===== config.mk =====
export PLATFORM = sky130hd
export DESIGN_NAME = dev_err_signal
export DESIGN_NICKNAME = d
export VERILOG_FILES = /design/src/rtl/dev_err_pkg.sv /design/src/rtl/dev_err_classify.sv /design/src/rtl/dev_err_route.sv /design/src/rtl/dev_err_signal.sv
export SDC_FILE = /design/constraint.sdc
export NUM_CORES = 1
export LEC_CHECK = 0
export BUFFER_PORTS_ARGS = -buffer_cell sky130_fd_sc_hd__buf_2
export CORE_MARGIN = 5
export CORE_UTILIZATION = 35
export DETAILED_ROUTE_END_ITERATION = 10
export SLEW_MARGIN = 15
export SYNTH_ARGS = -nofsm -noshare
export SYNTH_HDL_FRONTEND = slang
export SYNTH_SLANG_ARGS = --single-unit

===== constraint.sdc =====
create_clock -name clk -period 5.85 [get_ports clk]
set_input_delay 0.585 -clock clk [delete_from_list [all_inputs] [get_ports clk]]
set_output_delay 0.585 -clock clk [all_outputs]
set_load 0.02 [all_outputs]

===== src/rtl/dev_err_pkg.sv =====
package dev_err_pkg;

    typedef enum logic [1:0] {
        SEV_COR      = 2'd0,
        SEV_NONFATAL = 2'd1,
        SEV_FATAL    = 2'd2
    } err_sev_e;

    localparam int DEV_W    = 4;
    localparam int DS_COR   = 0;
    localparam int DS_NF    = 1;
    localparam int DS_FATAL = 2;
    localparam int DS_UR    = 3;

    localparam logic [2:0] ADDR_COR_STS = 3'd0;
    localparam logic [2:0] ADDR_COR_MSK = 3'd1;
    localparam logic [2:0] ADDR_UNC_STS = 3'd2;
    localparam logic [2:0] ADDR_UNC_MSK = 3'd3;
    localparam logic [2:0] ADDR_UNC_SEV = 3'd4;
    localparam logic [2:0] ADDR_DEV_STS = 3'd5;

endpackage


===== src/rtl/dev_err_classify.sv =====
module dev_err_classify #(
    parameter int              REG_W   = 32,
    parameter logic [REG_W-1:0] UNC_SUP = 32'h0000_FFFF,
    parameter logic [REG_W-1:0] COR_SUP = 32'h0000_00FF,
    parameter int              UR_BIT  = 8
) (
    input  logic [REG_W-1:0] status,
    input  logic             is_cor,
    input  logic [REG_W-1:0] sev_map,
    output logic             ok,
    output logic [REG_W-1:0] kept,
    output logic             is_ur,
    output logic             is_fatal
);
    localparam logic [REG_W-1:0] UR_VEC = REG_W'(1) << UR_BIT;

    always_comb begin
        kept     = status & (is_cor ? COR_SUP : UNC_SUP);
        ok       = (kept != '0) && ((kept & (kept - REG_W'(1))) == '0);
        is_ur    = !is_cor && (status == UR_VEC);
        is_fatal = !is_cor && ((kept & sev_map) != '0);
    end
endmodule


===== src/rtl/dev_err_route.sv =====
module dev_err_route
    import dev_err_pkg::*;
#(
    parameter int REG_W   = 32,
    parameter int ADV_BIT = 5
) (
    input  logic             ev_ok,
    input  logic             is_cor,
    input  logic             is_ur,
    input  logic             is_fatal,
    input  logic             maybe_adv,
    input  logic [REG_W-1:0] ev_bit,
    input  logic [REG_W-1:0] cor_msk,
    input  logic [REG_W-1:0] unc_msk,
    input  logic             serr_en,
    input  logic             cor_en,
    input  logic             nf_en,
    input  logic             fatal_en,
    input  logic             ur_en,
    input  logic             log_full,
    output logic [REG_W-1:0] cor_set,
    output logic [REG_W-1:0] unc_set,
    output logic [DEV_W-1:0] dev_set,
    output logic             log_req,
    output logic [REG_W-1:0] log_bit,
    output logic             send,
    output err_sev_e         sev,
    output logic             ovf
);
    localparam logic [REG_W-1:0] ADV_VEC = REG_W'(1) << ADV_BIT;

    logic             adv_path;
    logic [REG_W-1:0] cbit;

    always_comb begin
        cor_set  = '0;
        unc_set  = '0;
        dev_set  = '0;
        log_req  = 1'b0;
        log_bit  = '0;
        send     = 1'b0;
        sev      = SEV_COR;
        adv_path = !is_cor;
        cbit     = is_cor ? ev_bit : ADV_VEC;
        if (ev_ok) begin
            if (is_cor || (!is_fatal && maybe_adv)) begin
                dev_set[DS_COR] = 1'b1;
                dev_set[DS_UR]  = is_ur;
                cor_set         = cbit;
                if ((cor_msk & cbit) == '0) begin
                    if (adv_path) begin
                        unc_set = ev_bit;
                        if ((unc_msk & ev_bit) == '0) begin
                            log_req = 1'b1;
                            log_bit = ev_bit;
                        end
                    end
                    if (!(is_ur && !ur_en) && cor_en) begin
                        send = 1'b1;
                        sev  = SEV_COR;
                    end
                end
            end else begin
                dev_set[is_fatal ? DS_FATAL : DS_NF] = 1'b1;
                dev_set[DS_UR] = is_ur;
                unc_set        = ev_bit;
                if ((unc_msk & ev_bit) == '0) begin
                    log_req = 1'b1;
                    log_bit = ev_bit;
                    if (!(is_ur && !ur_en && !serr_en)) begin
                        if (is_fatal) begin
                            if (serr_en || fatal_en) begin
                                send = 1'b1;
                                sev  = SEV_FATAL;
                            end
                        end else if (serr_en || nf_en) begin
                            send = 1'b1;
                            sev  = SEV_NONFATAL;
                        end
                    end
                end
            end
        end
        ovf = send && log_req && log_full;
    end

    always_comb begin
        if (send) begin
            a_r9_send_enabled: assert (sev == SEV_COR ? cor_en :
                (serr_en || (sev == SEV_FATAL ? fatal_en : nf_en)))
                else $error("message without enable");
        end
        if (log_req) begin
            a_r6_log_unmasked: assert ($onehot(log_bit) && ((unc_msk & log_bit) == '0))
                else $error("bad log request");
        end
    end
endmodule


===== src/rtl/dev_err_signal.sv =====
module dev_err_signal
    import dev_err_pkg::*;
#(
    parameter int               REG_W         = 32,
    parameter int               SRC_W         = 16,
    parameter logic [REG_W-1:0] UNC_SUP       = 32'h0000_FFFF,
    parameter logic [REG_W-1:0] COR_SUP       = 32'h0000_00FF,
    parameter logic [REG_W-1:0] FATAL_DEFAULT = 32'h0000_003F,
    parameter int               UR_BIT        = 8,
    parameter int               ADV_BIT       = 5,
    parameter int               HLO_BIT       = 7,
    parameter bit               HAS_SEV_REG   = 1'b1
) (
    input  logic               clk,
    input  logic               rst_n,
    input  logic               evt_valid_i,
    input  logic [REG_W-1:0]   evt_status_i,
    input  logic               evt_is_cor_i,
    input  logic               evt_maybe_adv_i,
    input  logic [SRC_W-1:0]   evt_src_i,
    input  logic               cmd_serr_en_i,
    input  logic               ctl_cor_en_i,
    input  logic               ctl_nf_en_i,
    input  logic               ctl_fatal_en_i,
    input  logic               ctl_ur_en_i,
    input  logic               reg_wr_i,
    input  logic [2:0]         reg_addr_i,
    input  logic [REG_W-1:0]   reg_wdata_i,
    input  logic [REG_W/8-1:0] reg_be_i,
    input  logic               log_full_i,
    output logic               log_req_o,
    output logic [REG_W-1:0]   log_bit_o,
    output logic [SRC_W-1:0]   log_src_o,
    output logic               msg_valid_o,
    output logic [1:0]         msg_sev_o,
    output logic [SRC_W-1:0]   msg_src_o,
    output logic [REG_W-1:0]   cor_sts_o,
    output logic [REG_W-1:0]   unc_sts_o,
    output logic [DEV_W-1:0]   dev_sts_o
);
    localparam int               BE_W    = REG_W / 8;
    localparam logic [REG_W-1:0] HLO_VEC = REG_W'(1) << HLO_BIT;

    typedef struct packed {
        logic [REG_W-1:0] cor_sts;
        logic [REG_W-1:0] cor_msk;
        logic [REG_W-1:0] unc_sts;
        logic [REG_W-1:0] unc_msk;
        logic [REG_W-1:0] sev;
        logic [DEV_W-1:0] dev_sts;
        logic             msg_valid;
        err_sev_e         msg_sev;
        logic [SRC_W-1:0] msg_src;
        logic             ovf_pend;
        logic [SRC_W-1:0] ovf_src;
    } sig_state_t;

    sig_state_t state_d, state_q;

    function automatic logic [REG_W-1:0] be_expand(input logic [BE_W-1:0] be);
        logic [REG_W-1:0] m;
        for (int i = 0; i < BE_W; i++) begin
            m[i*8 +: 8] = {8{be[i]}};
        end
        return m;
    endfunction

    // event source: the pending overflow injection takes the slot
    logic             ev_active;
    logic [REG_W-1:0] ev_status;
    logic             ev_is_cor;
    logic             ev_adv;
    logic [SRC_W-1:0] ev_src;
    logic [REG_W-1:0] sev_map;
    logic [REG_W-1:0] wmask;

    always_comb begin
        ev_active = state_q.ovf_pend | evt_valid_i;
        ev_status = state_q.ovf_pend ? HLO_VEC : evt_status_i;
        ev_is_cor = state_q.ovf_pend | evt_is_cor_i;
        ev_adv    = !state_q.ovf_pend & evt_maybe_adv_i;
        ev_src    = state_q.ovf_pend ? state_q.ovf_src : evt_src_i;
        wmask     = be_expand(reg_be_i);
    end

    generate
        if (HAS_SEV_REG) begin : g_sev_prog
            assign sev_map = state_q.sev;
        end else begin : g_sev_fixed
            assign sev_map = FATAL_DEFAULT;
        end
    endgenerate

    logic             cls_ok;
    logic [REG_W-1:0] cls_bit;
    logic             cls_ur;
    logic             cls_fatal;

    dev_err_classify #(
        .REG_W  (REG_W),
        .UNC_SUP(UNC_SUP),
        .COR_SUP(COR_SUP),
        .UR_BIT (UR_BIT)
    ) u_classify (
        .status  (ev_status),
        .is_cor  (ev_is_cor),
        .sev_map (sev_map),
        .ok      (cls_ok),
        .kept    (cls_bit),
        .is_ur   (cls_ur),
        .is_fatal(cls_fatal)
    );

    logic [REG_W-1:0] rt_cor_set, rt_unc_set, rt_log_bit;
    logic [DEV_W-1:0] rt_dev_set;
    logic             rt_log_req, rt_send, rt_ovf;
    err_sev_e         rt_sev;

    dev_err_route #(
        .REG_W  (REG_W),
        .ADV_BIT(ADV_BIT)
    ) u_route (
        .ev_ok    (ev_active && cls_ok),
        .is_cor   (ev_is_cor),
        .is_ur    (cls_ur),
        .is_fatal (cls_fatal),
        .maybe_adv(ev_adv),
        .ev_bit   (cls_bit),
        .cor_msk  (state_q.cor_msk),
        .unc_msk  (state_q.unc_msk),
        .serr_en  (cmd_serr_en_i),
        .cor_en   (ctl_cor_en_i),
        .nf_en    (ctl_nf_en_i),
        .fatal_en (ctl_fatal_en_i),
        .ur_en    (ctl_ur_en_i),
        .log_full (log_full_i),
        .cor_set  (rt_cor_set),
        .unc_set  (rt_unc_set),
        .dev_set  (rt_dev_set),
        .log_req  (rt_log_req),
        .log_bit  (rt_log_bit),
        .send     (rt_send),
        .sev      (rt_sev),
        .ovf      (rt_ovf)
    );

    always_comb begin
        state_d           = state_q;
        state_d.msg_valid = 1'b0;
        state_d.ovf_pend  = 1'b0;
        if (reg_wr_i) begin
            case (reg_addr_i)
                ADDR_COR_STS: state_d.cor_sts = state_q.cor_sts & ~(reg_wdata_i & wmask);
                ADDR_COR_MSK: state_d.cor_msk = (state_q.cor_msk & ~wmask) |
                                                (reg_wdata_i & wmask & COR_SUP);
                ADDR_UNC_STS: state_d.unc_sts = state_q.unc_sts & ~(reg_wdata_i & wmask);
                ADDR_UNC_MSK: state_d.unc_msk = (state_q.unc_msk & ~wmask) |
                                                (reg_wdata_i & wmask & UNC_SUP);
                ADDR_UNC_SEV: begin
                    if (HAS_SEV_REG) begin
                        state_d.sev = (state_q.sev & ~wmask) | (reg_wdata_i & wmask & UNC_SUP);
                    end
                end
                ADDR_DEV_STS: state_d.dev_sts = state_q.dev_sts &
                                                ~(reg_wdata_i[DEV_W-1:0] & wmask[DEV_W-1:0]);
                default: ;
            endcase
        end
        // event sets land after the write clears: a same-cycle set wins
        state_d.cor_sts = state_d.cor_sts | rt_cor_set;
        state_d.unc_sts = state_d.unc_sts | rt_unc_set;
        state_d.dev_sts = state_d.dev_sts | rt_dev_set;
        if (rt_send) begin
            state_d.msg_valid = 1'b1;
            state_d.msg_sev   = rt_sev;
            state_d.msg_src   = ev_src;
        end
        if (rt_ovf) begin
            state_d.ovf_pend = 1'b1;
            state_d.ovf_src  = ev_src;
        end
    end

    always_ff @(posedge clk) begin
        if (!rst_n) begin
            state_q         <= '0;
            state_q.sev     <= FATAL_DEFAULT & UNC_SUP;
            state_q.msg_sev <= SEV_COR;
        end else begin
            state_q <= state_d;
        end
    end

    assign log_req_o   = rt_log_req;
    assign log_bit_o   = rt_log_bit;
    assign log_src_o   = ev_src;
    assign msg_valid_o = state_q.msg_valid;
    assign msg_sev_o   = state_q.msg_sev;
    assign msg_src_o   = state_q.msg_src;
    assign cor_sts_o   = state_q.cor_sts;
    assign unc_sts_o   = state_q.unc_sts;
    assign dev_sts_o   = state_q.dev_sts;

    a_r1_reject_silent: assert property (@(posedge clk) disable iff (!rst_n)
        (evt_valid_i && !state_q.ovf_pend && !cls_ok && !reg_wr_i) |=>
        (!state_q.msg_valid && $stable(state_q.cor_sts) &&
         $stable(state_q.unc_sts) && $stable(state_q.dev_sts)))
        else $error("rejected event changed state");

    a_r9_fatal_enable: assert property (@(posedge clk) disable iff (!rst_n)
        (state_q.msg_valid && state_q.msg_sev == SEV_FATAL) |->
        $past(cmd_serr_en_i || ctl_fatal_en_i))
        else $error("fatal message without enable");

    a_r9_cor_enable: assert property (@(posedge clk) disable iff (!rst_n)
        (state_q.msg_valid && state_q.msg_sev == SEV_COR) |-> $past(ctl_cor_en_i))
        else $error("correctable message without enable");

    a_r10_ovf_after_msg: assert property (@(posedge clk) disable iff (!rst_n)
        state_q.ovf_pend |-> state_q.msg_valid)
        else $error("overflow injection without message");

    a_r13_ovf_slot: assert property (@(posedge clk) disable iff (!rst_n)
        state_q.ovf_pend |=> (!state_q.msg_valid || state_q.msg_sev == SEV_COR))
        else $error("external event took the overflow slot");
endmodule


# After elaboration in Yosys (flattened, before gate mapping)
# Cells that the tools add are included.
# op_classes
n_addsub,1
order_cmp,2
n_eq_ne,6
muxes,51
bitwise,25
n_reduce_logical,29
# ops
cell,count
32-bit 2-to-1 mux,18
32-bit bitwise AND,11
164-bit 2-to-1 mux,1
32-bit logical NOT,3
32-bit inverter,2
32-bit by 16-bit OR with 32-bit output,2
32-bit OR,2
32-bit nonzero test,2
"32-bit by 9-bit == test with 1-bit output, second input constant",1
"32-bit by 1-bit >= comparator with 1-bit output, second input constant",1
"32-bit by 4-bit < comparator with 1-bit output, second input constant",1
16-bit 2-to-1 mux,2
32-bit by 8-bit OR with 32-bit output,1
"32-bit by 1-bit subtractor with 32-bit output, second input constant",1
19-bit 2-to-1 mux,1
1-bit 2-to-1 mux,17
17-bit 2-to-1 mux,1
2-bit 2-to-1 mux,8
1-bit logical AND,11
4-bit bitwise AND,2
4-bit 2-to-1 mux,2
"3-bit by 2-bit == test with 1-bit output, second input constant",2
"3-bit == test, second input constant",2
1-bit logical NOT,6
9 further kinds,14
# word_totals
regBits,200
in_bits,99
output_inout_bits,136

# Depth between registers and ports, before layout
# Gate-level depths: netlist (run 1).
# depth
depth_word,14
depth_mapped,10
mapped_depth_nobuf,7

# Modules after synthesis
# From an unflattened synthesis (run 1), not the netlist that was laid out.
# hier_totals
hier_cells,1124
area_unflattened_um2,9793.1
# by_module_without_submodules
module,instances,cells_per_inst,area_per_inst_um2,seq_area_each_um2
dev_err_signal,1,855,8002.7,4003.8
dev_err_route,1,183,1183.6,0.0
dev_err_classify,1,86,606.8,0.0

# Least setup slack after synthesis (run 1)
# No wires, ideal clock.
# synth_timing
path_kind,input-to-output
startpoint,in evt_status_i[1]
endpoint,out log_bit_o[10]
arrival_time_ns,2.515
setup_slack_ns,2.750
cell_stages,10
path_buffers,3
path_cell_list,buf_2 nor4_4 nand4_1 o21ai_0 nand4_1 nor3_2 and3_1 buf_2 buf_4 and2_1
# synth_between
elab_chain_len,10
# synth_rtl
element,line_no,rtl
"start, declared",dev_err_signal.sv:17,"input logic [REG_W-1:0] evt_status_i,"
32-bit 2-to-1 mux *,dev_err_signal.sv:79,ev_status = state_q.ovf_pend ? HLO_VEC : evt_status_i;
32-bit bitwise AND *,dev_err_classify.sv:18,kept = status & (is_cor ? COR_SUP : UNC_SUP);
"parallel branches: the longest is 7 deep, another holds 32-bit by 1-bit subtractor with 32-bit output",--,
32-bit 2-to-1 mux *,dev_err_route.sv:45,if (ev_ok) begin
"end, declared",dev_err_signal.sv:32,"output logic [REG_W-1:0] log_bit_o,"
# Every way passes the cells marked *.

# Worst setup path in the final report (run 1)
# layout_timing
startpoint,reg state_q[16] (netlist name)
endpoint,out log_bit_o[6]
# layout_between
elab_chain_len,11
# layout_rtl
element,line_no,rtl
"start, declared",dev_err_signal.sv:58,"sig_state_t state_d, state_q;"
"start signal, assigned",dev_err_signal.sv:190,state_q <= state_d;
"parallel branches: the longest is 10 deep, another holds 32-bit by 1-bit subtractor with 32-bit output",--,
32-bit 2-to-1 mux *,dev_err_route.sv:45,
# Marks and branches as above.

==> results_dict.tcl, run 1 <==
set metrics [dict create \
    internal-power_mw 1.65 \
    drc 0 \
    critPathTopFamily "simple AND/OR/NAND/NOR gates" \
    firstDrtPassIters 4 \
    p_per_area_mw_per_mm2 274 \
    setup-violations-final 0 \
    pwr-share-seq_pct 43.6 \
    grt_overflow 0 \
    whs_endpoint "cor_sts_o[28]$_SDFFE_PN0P_" \
    setup_tns_ps 0 \
    core_area_mm2 0.0202 \
    num_rows 52 \
    syn_area_mm2 0.00721 \
    viasPerCell 5.08 \
    hold_viol 0 \
    rrSetupSlack_ps 2000 \
    cts_post_setup_buffers_inserted 0 \
    grt_pass1_wl_um 33800 \
    yosys.cell_types.count 59 \
    dpl.hpwl_um 15900 \
    maxCapViolations 0 \
    finalPower_mw 2.26 \
    sw_frac_of_total_pct 26.9 \
    synth_flop_cell "dfxtp_1" \
    grtUsageTotal_pct 18.0 \
    leakagePower_nw 3.81 \
    synth_warnings 0 \
    crit_chain "buf_4 -> or2_2 -> a21oi_1 -> nor4_1 -> nand4_1 -> nor3_4 -> and3_1 -> and2_1 -> buf_2" \
    irDropWorstVdd_v 0.000185 \
    rsz0062_at_grt "false" \
    grt_max_degree 71 \
    ys_ff_latch 144 \
    path_max_fanout 17 \
    cp_data_arrival_time_ps 3620 \
    layout-drive-gt1-share_pct 32.0 \
    cts_resized 0 \
    required_ps 5270 \
    h-tree-depth 4 \
    wl_um 21900 \
    vias 6146 \
    cts.sinks 144 \
    end_kind "output pin" \
    reg2reg_from "state_q[16]$_SDFF_PN0_" \
    finClkSkew_ps 11.9 \
    antennaDiodeCount 0 \
    drt-initial-drc-count 337 \
    die_w_um 153 \
    antenna_found_initial 0 \
    pin_count 235 \
    critPathMaxStageDelay_ps 800 \
    cts-root-buf "clkbuf_16" \
    die_y_um 153 \
    synthArstFlopShare_pct 0 \
    avgSynthCellArea_um2 8.68 \
    critPathBufInv 2 \
    fin_crit_sh_pct 71.9 \
    die-area_mm2 0.0236 \
    final_core_util_pct 40.8 \
    fmax_mhz 238 \
    cts_max_path_buffers 2 \
    place_congestion 0.805 \
    clkPwrFrac_pct 47.7 \
    final_nets 1027 \
    critical-path-slowest-cell "dfxtp_1" \
    reg2reg_to "unc_sts_o[15]$_SDFF_PN0_" \
    drv_slew 0 \
    avgRoutedWirePerCell_um 18.1 \
    tightest_slew_ps 1050 \
    fillerInstances 2074 \
    postCtsHoldBufs 0 \
    critPathKind "reg2out" \
    max-slew-margin-rel_pct 29.8 \
    syn_inst 830 \
    pwr-share-comb_pct 8.7 \
    first_global_vias 5893 \
    numCtsBuffers 17 \
    clk_latency_ps 430 \
    synth_edf_count 0 \
    syn_to_final_growth_pct 14.7 \
    status "finished, final reports clean" \
    cp-start-kind "flip-flop" \
    switchingPower_mw 0.608 \
    port_buffers 218 \
    holdCritStartpoint "reg_wdata_i[28]" \
    finalCriticalPeriod_ps 4210 \
    clk_pin_slew_ps 70 \
    initial_core_util_pct 35.6 \
    hold_class "in2reg" \
    cts_tree "yes" \
    postRouteAntennaNets 0 \
    ys_seq_area_share_pct 40.0 \
    worst_r2r_path_depth 9 \
    min_path_cells 2 \
]
-- Yosys cell counts, drive strengths merged (16+ instances only) --
cell      n  area share [%]
dfxtp   144              40
buf     125              13
nand2    90             4.7
nor2     54             2.9
mux2i    50             6.9
nand3    46             3.3
a21oi    39             2.7
clkbuf   34             1.8
a31oi    32             2.8
inv      29             1.5
nor3     27             2.9
o21ai    26             1.8
and2     18             1.6
mux2     16             2.5
-- per-layer routing --
metal | track usage [%] | vias to the layer above | share of wire [%]
li1 | - | 2985 | -
met1 | 24.1 | 2893 | 44
met2 | 29.2 | 241 | 48
met3 | 3.93 | 27 | 6.7
met4 | 5.09 | 0 | 1.3
met5 | 0 | - | 0
-- cells in the final DEF, fill, tap and decap left out, types with 4 or more instances in the layout --
cell / n
a211oi_1: 5
a211oi_2: 4
a21oi_1: 39
a22oi_1: 15
a311oi_1: 8
a31oi_1: 32
a32oi_1: 7
and2_1: 18
and3_1: 4
buf_2: 218
buf_4: 5
clkbuf_16: 17
conb_1: 16
dfxtp_1: 144
inv_1: 28
inv_6: 4
mux2_2: 16
mux2i_1: 50
nand2_1: 90
nand3_1: 45
nand4_1: 6
nor2_1: 53
nor3_1: 14
nor3_2: 11
nor4_1: 7
o21ai_0: 20
o21ai_1: 6
-- metrics by stage --
stage / hold slack (ps) / setup WS (ps) / instances / area [um2]
after floorplan: 412 / 2750 / 845 / 7260
after global placement: 415 / 2160 / 1179 / 7680
after global routing: 341 / 1360 / 1211 / 8270
after CTS: 342 / 1610 / 1211 / 8270
after detailed placement: 418 / 2000 / 1179 / 7680
final: 364 / 1640 / 1211 / 8270
-- cell families (layout without fill, tap and decap cells) --
logic type / Yosys count / after routing / share of synthesized area [%]
multiplexers: 66 / 66 / 9.44
flip-flops: 144 / 144 / 40.0
adder cells (fa/ha/maj): 2 / 2 / 0.278
buffers and inverters: 188 / 284 / 16.2
other: 1 / 16 / 0.0520
AND/OR/NAND/NOR: 269 / 269 / 19.2
AO/OA/AOI/OAI: 160 / 160 / 14.9
-- power groups by stage --
stage               Clock, mW  Combinational [mW]  Sequential (mW)
detailed placement          0               0.195             1.01
floorplan                   0               0.120             1.01
CTS                      1.10               0.196            0.985
finish                   1.08               0.196            0.986
global placement            0               0.195             1.01
global route             1.16               0.213            0.985
-- how the worst max path moves through the flow --
stage | from | cells past startpoint | slack [ps] | to
after global placement | state_q[16]$_SDFF_PN0_ | 9 | 2160 | unc_sts_o[15]$_SDFF_PN0_
after global routing | state_q[16]$_SDFF_PN0_ | 9 | 1360 | log_bit_o[6]
after CTS | state_q[16]$_SDFF_PN0_ | 9 | 1610 | log_bit_o[6]
after detailed placement | state_q[16]$_SDFF_PN0_ | 9 | 2000 | unc_sts_o[9]$_SDFF_PN0_
after floorplan | evt_status_i[1] | 10 | 2750 | log_bit_o[10]
final | state_q[16]$_SDFF_PN0_ | 9 | 1640 | log_bit_o[6]
-- cell type report --
class,count,area [um2],share of cell area (%)
Multi-Input combinational cell,513,3220,39.0
Sequential cell,144,2880,34.9
Timing Repair Buffer,223,1130,13.7
Clock buffer,18,439,5.31
Tap cell,270,338,4.09
Clock inverter,14,148,1.79
Inverter,29,109,1.32
Note: power is estimated with default switching activity, not from simulation.
==> run 2, diff against run 1 <==
==> constraint.sdc (replaced) <==
create_clock -name clk -period 4.4 [get_ports clk]
set_input_delay 0.44 -clock clk [delete_from_list [all_inputs] [get_ports clk]]
set_output_delay 0.44 -clock clk [all_outputs]
set_load 0.02 [all_outputs]
==> run 2 against run 1 <==
Combinational power is 32% higher. Wire length is 0.12% lower. Via count about the same. Sequential share of layout area down 0.11 points. Die area unchanged. First-iteration DRC count fell by 2.1%. Critical path depth is 1 lower. Critical path type unchanged. Register-to-register slack worse by 870 ps. Largest power group unchanged. Worst setup slack got worse by 980 ps. Sequential power is 33% higher. Total power increased by 34%.
==> results_dict.tcl, run 2 (synthesized netlist as in run 1, its figures left out) <==
set metrics [dict create \
    grt_overflow 0 \
    path_max_fanout 18 \
    postRouteAntennaNets 0 \
    hold_class "in2reg" \
    drv_slew 0 \
    rsz0062_at_grt "false" \
    cts_post_setup_buffers_inserted 0 \
    setup_tns_ps 0 \
    rrSetupSlack_ps 1130 \
    maxCapViolations 0 \
    die_w_um 153 \
    reg2reg_to "msg_sev_o[1]$_SDFFE_PN0P_" \
    h-tree-depth 4 \
    finClkSkew_ps 10.1 \
    die-area_mm2 0.0236 \
    drt-initial-drc-count 330 \
    place_congestion 0.870 \
    setup-violations-final 0 \
    die_y_um 153 \
    drc 0 \
    fillerInstances 2055 \
    num_rows 52 \
    vias 6150 \
    grtUsageTotal_pct 18.0 \
    cts_tree "yes" \
    cp-start-kind "flip-flop" \
    cts.sinks 144 \
    pin_count 235 \
    max-slew-margin-rel_pct 31.8 \
    grt_max_degree 85 \
    clk_latency_ps 420 \
    fin_crit_sh_pct 84.9 \
    cp_data_arrival_time_ps 3290 \
    min_path_cells 2 \
    cts-root-buf "clkbuf_16" \
    avgRoutedWirePerCell_um 18.0 \
    final_cell_mix "buf_2, dfxtp_1, nand2_1" \
    tightest_slew_ps 1020 \
    end_kind "output pin" \
    reg2reg_from "state_q[16]$_SDFF_PN0_" \
    finalCriticalPeriod_ps 3730 \
    syn_to_final_growth_pct 15.1 \
    firstDrtPassIters 5 \
    critical-path-slowest-cell "dfxtp_1" \
    antennaDiodeCount 0 \
    postCtsHoldBufs 0 \
    cts_resized 0 \
    grt_pass1_wl_um 34100 \
    antenna_found_initial 0 \
    layout_commonest_cell "buf_2" \
    p_per_area_mw_per_mm2 366 \
    layout-drive-gt1-share_pct 32.1 \
    irDropWorstVdd_v 0.000224 \
    first_global_vias 5953 \
    placedCellCount 1181 \
    critPathMaxStageDelay_ps 740 \
    viasPerCell 5.07 \
    clk_pin_slew_ps 60 \
    leakagePower_nw 3.83 \
    worst_r2r_path_depth 8 \
    numCtsBuffers 17 \
    holdCritStartpoint "reg_wdata_i[24]" \
    dpl.hpwl_um 16000 \
    final_nets 1029 \
    fin_ws_ps 666 \
    whs_endpoint "cor_sts_o[24]$_SDFFE_PN0P_" \
    cts_max_path_buffers 2 \
    core_area_mm2 0.0202 \
    preCtsSetupSlack_ps 1010 \
    crit_chain "or2_2 -> a21oi_1 -> nor4_1 -> nand4_1 -> nor3_4 -> and3_1 -> and2_1 -> buf_2" \
    wl_um 21900 \
    initial_core_util_pct 35.6 \
    fin_cells 1213 \
    hold_viol 0 \
    required_ps 3960 \
    status "finished, final reports clean" \
    fmax_mhz 268 \
    port_buffers 218 \
    critPathKind "reg2out" \
]
-- run 2: changes by cell type in the layout (fill, tap and decap cells not counted), sizes merged --
| cell | previous run | this run |
|---|---|---|
| bufinv | 1 | 2 |
| clkbuf | 18 | 17 |
| clkinvlp | 3 | 2 |
| clkinv | 3 | 4 |
| buf | 223 | 225 |
-- run 2: how the worst max path moves through the flow --
stage                            from                         to  slack, ps  cells after the start
2_1_floorplan         evt_status_i[1]              log_bit_o[10]       1590                     10
3_3_place_gp          evt_status_i[2]               log_bit_o[5]       1110                      9
3_5_place_dp          evt_status_i[0]  msg_sev_o[1]$_SDFFE_PN0P_       1010                      9
4_1_cts        state_q[16]$_SDFF_PN0_               log_bit_o[5]        650                      8
5_1_grt        state_q[16]$_SDFF_PN0_               log_bit_o[5]        430                      8
6_report       state_q[16]$_SDFF_PN0_               log_bit_o[5]        670                      8
-- run 2: cell type report --
cell class / count / area [um2] / area share (%)
multi-input cells: 513 / 3220 / 38.8
flip-flops and latches: 144 / 2880 / 34.8
repair buffers: 225 / 1140 / 13.8
clock buffers: 17 / 425 / 5.13
well taps: 270 / 338 / 4.07
clock inverters: 15 / 173 / 2.08
inverters: 29 / 109 / 1.31
-- run 2: routing by layer --
metal	part of all wire, %	routed length [um]	track usage (%)	vias to the layer above
li1	-	-	-	2992
met2	47	10400	29.8	221
met3	6.3	1370	4.27	16
met5	0	0	0	-
met4	0.98	214	4.25	0
met1	45	9900	24.0	2921
-- run 2: critical path: cells and delay by family (launching register included) --
| kind | cells | cell delay (ps) |
|---|---|---|
| compound gates | 1 | 60 |
| buf+inv | 1 | 190 |
| flops | 1 | 740 |
| simple gates | 6 | 1870 |
-- run 2: through the flow --
step / utilization [%] / hold WS (ps) / total power [mW] / cell area [um2]
3_3_place_gp: 38.0 / 416 / 1.60 / 7690
4_1_cts: 41.0 / 204 / 3.07 / 8290
2_1_floorplan: - / 412 / 1.50 / 7260
5_1_grt: 41.0 / 209 / 3.15 / 8290
6_report: 41.0 / 227 / 3.04 / 8290
3_5_place_dp: 38.0 / 419 / 1.60 / 7690
-- run 2: power breakdown --
group | switching [mW] | internal, mW
sequential | 0.00289 | 1.31
clock | 0.612 | 0.853
combinational | 0.181 | 0.0777
total | 0.796 | 2.24
==> run 3, diff against run 2 <==
--- a/config.mk
+++ b/config.mk
@@ -5,6 +5,7 @@
 export SDC_FILE = /design/constraint.sdc
 export NUM_CORES = 1
 export LEC_CHECK = 0
+export ABC_AREA = 1
 export BUFFER_PORTS_ARGS = -buffer_cell sky130_fd_sc_hd__buf_2
 export CORE_MARGIN = 5
 export CORE_UTILIZATION = 35
==> constraint.sdc (replaced) <==
create_clock -name clk -period 3.36 [get_ports clk]
set_input_delay 0.336 -clock clk [delete_from_list [all_inputs] [get_ports clk]]
set_output_delay 0.336 -clock clk [all_outputs]
set_load 0.02 [all_outputs]
==> run 3 against run 2 <==
Global-route usage up 0.79 points. Hold slack worse by 42 ps. Sequential power up 31%. Wire length up 9.4%. Sequential cell count unchanged. Total power up 29%. Critical endpoint is now log_bit_o[9]. First-iteration DRC count up 60%. Design area up 5.4%. Largest cell class unchanged.
==> results_dict.tcl, run 3 <==
set metrics [dict create \
    path_max_fanout 21 \
    hold_class "in2reg" \
    cts_max_path_buffers 2 \
    cp_data_arrival_time_ps 2740 \
    yosys.cell_types.count 29 \
    holdCritStartpoint "reg_wdata_i[0]" \
    drt-initial-drc-count 528 \
    finClkSkew_ps 14.5 \
    syn_to_final_growth_pct 15.9 \
    place_congestion 0.890 \
    wl_um 23900 \
    hold_viol 0 \
    port_buffers 218 \
    h-tree-depth 4 \
    netlist.area_leader.share_pct 38.2 \
    tightest_slew_ps 1030 \
    rrSetupSlack_ps 690 \
    synth.most_common_cell "nand2_1" \
    cts_tree "yes" \
    setup_tns_ps 0 \
    status "finished, final reports clean" \
    endpoint "log_bit_o[9]" \
    avgRoutedWirePerCell_um 15.8 \
    cp-start-kind "flip-flop" \
    avgSynthCellArea_um2 6.76 \
    rsz0062_at_grt "false" \
    firstDrtPassIters 6 \
    cts_post_setup_buffers_inserted 0 \
    syn_area_mm2 0.00754 \
    grt_overflow 0 \
    final_cell_mix "nand2_1, buf_2, dfxtp_1" \
    cts_resized 1 \
    first_global_vias 6792 \
    regArea_mm2 0.00288 \
    leakagePower_nw 4.32 \
    maxCapViolations 0 \
    initial_core_util_pct 35.7 \
    pin_count 235 \
    drc 0 \
    dpl.hpwl_um 18200 \
    grt_pass1_wl_um 36500 \
    multiInputGateArea_mm2 0.00340 \
    synth_edf_count 0 \
    irDropWorstVdd_v 0.000283 \
    max-slew-margin-rel_pct 30.8 \
    critPathKind "reg2out" \
    postCtsHoldBufs 0 \
    vias 7384 \
    setup-violations-final 0 \
    die_y_um 157 \
    synth_warnings 0 \
    grt_max_degree 60 \
    synth_area_leaders "dfxtp_1, nand2_1, buf_4" \
    p_per_area_mw_per_mm2 447 \
    finalCriticalPeriod_ps 3070 \
    reg2reg_to "state_q[11]$_SDFFE_PN0P_" \
    ys_seq_area_share_pct 38.2 \
    clk_pin_slew_ps 60 \
    clk_latency_ps 420 \
    drv_slew 0 \
    cts-root-buf "clkbuf_16" \
    num_rows 53 \
    die_w_um 157 \
    required_ps 3020 \
    reg2reg_from "state_q[16]$_SDFF_PN0_" \
    layout_commonest_cell "nand2_1" \
    yosys-top-cells-count "nand2_1, dfxtp_1, nor2_1" \
    ys_ff_latch 144 \
    die-area_mm2 0.0246 \
    final_core_util_pct 41.3 \
    synthArstFlopShare_pct 0 \
    core_area_mm2 0.0212 \
    yosysTopAreaCell "dfxtp_1" \
    final_nets 1324 \
    startpoint "state_q[16]$_SDFF_PN0_" \
    end_kind "output pin" \
    antenna_found_initial 5 \
    cts.sinks 144 \
    fin_crit_sh_pct 91.4 \
    grtUsageTotal_pct 18.8 \
    fillerInstances 2350 \
    numCtsBuffers 17 \
    layout-drive-gt1-share_pct 23.5 \
    fmax_mhz 326 \
    postRouteAntennaNets 0 \
    syn_inst 1116 \
    synth_flop_cell "dfxtp_1" \
    viasPerCell 4.88 \
    worst_r2r_path_depth 13 \
]
run 3: changes by cell type after synthesis, sizes merged, moves of 18 or more:
| cell | delta |
|---|---|
| nand2 | +142 |
| nor2 | +88 |
| nand3 | +77 |
| o21ai | +66 |
| inv | +62 |
| mux2i | -50 |
| a31oi | -32 |
| a21oi | +31 |
| o211ai | +22 |
| and2 | -18 |
run 3: final cells by class:
| class | instances | share of cell area (%) |
|---|---|---|
| clock buffer | 19 | 5.07 |
| sequential | 144 | 33.0 |
| clock inverter | 11 | 1.33 |
| tap | 275 | 3.94 |
| antenna | 2 | 0.0573 |
| multi-input combinational | 740 | 38.8 |
| timing repair buffer | 230 | 13.8 |
| inverter | 92 | 3.98 |
run 3: metal layers:
metal	global-route usage [%]	vias to the layer above	part of all wire, %
li1	-	3717	-
met2	30.5	302	47
met1	24.6	3327	43
met5	0	-	0.12
met4	5.54	6	1.7
met3	5.12	32	8.6
run 3: how the worst min path moves through the flow:
stage / to / slack [ps] / cells after the start
final: flip-flop / 190 / 3
after global placement: unc_sts_o[17]$_SDFFE_PN0P_ / 430 / 2
after detailed placement: unc_sts_o[19]$_SDFFE_PN0P_ / 440 / 2
after CTS: flip-flop / 170 / 3
after global routing: flip-flop / 190 / 3
after floorplan: flip-flop / 420 / 2
run 3: metrics by stage:
stage | area, um2 | hold WS, ps | setup slack [ps] | power, mW | instances
floorplan | 7600 | 425 | 947 | 1.97 | 1131
global placement | 8150 | 434 | 398 | 2.11 | 1481
detailed placement | 8150 | 440 | 400 | 2.11 | 1481
CTS | 8710 | 171 | 46.4 | 3.94 | 1511
global route | 8740 | 187 | 14.7 | 4.06 | 1513
finish | 8740 | 185 | 288 | 3.91 | 1513
run 3: critical path, cell delays in order (launching register included):
cell and delay [ps]:
dfxtp_2 430, inv_4 130, nand2_2 100, nand2_1 80, nor2_2 220, nand3_1 150, nand2_1 110, nand2_1 50
nor2_1 90, nand3_1 120, nor2_4 260, buf_6 240, nand2_1 70, nor2_1 80, buf_2 160
run 3: cell families (layout without fill, tap and decap cells):
group / count (synthesis) / after routing / share of synthesized area, %
AND/OR/NAND/NOR: 531 / 531 / 30.2
buffers and inverters: 247 / 352 / 17.7
AO/OA/AOI/OAI: 193 / 193 / 13.8
flip-flops: 144 / 144 / 38.2
other: 1 / 18 / 0.0497
run 3: where the power goes:
part / switching [mW] / leakage (nW) / internal [mW]
sequential: 0.00416 / 1.16 / 1.71
clock: 0.734 / 0.271 / 1.10
combinational: 0.253 / 2.89 / 0.103
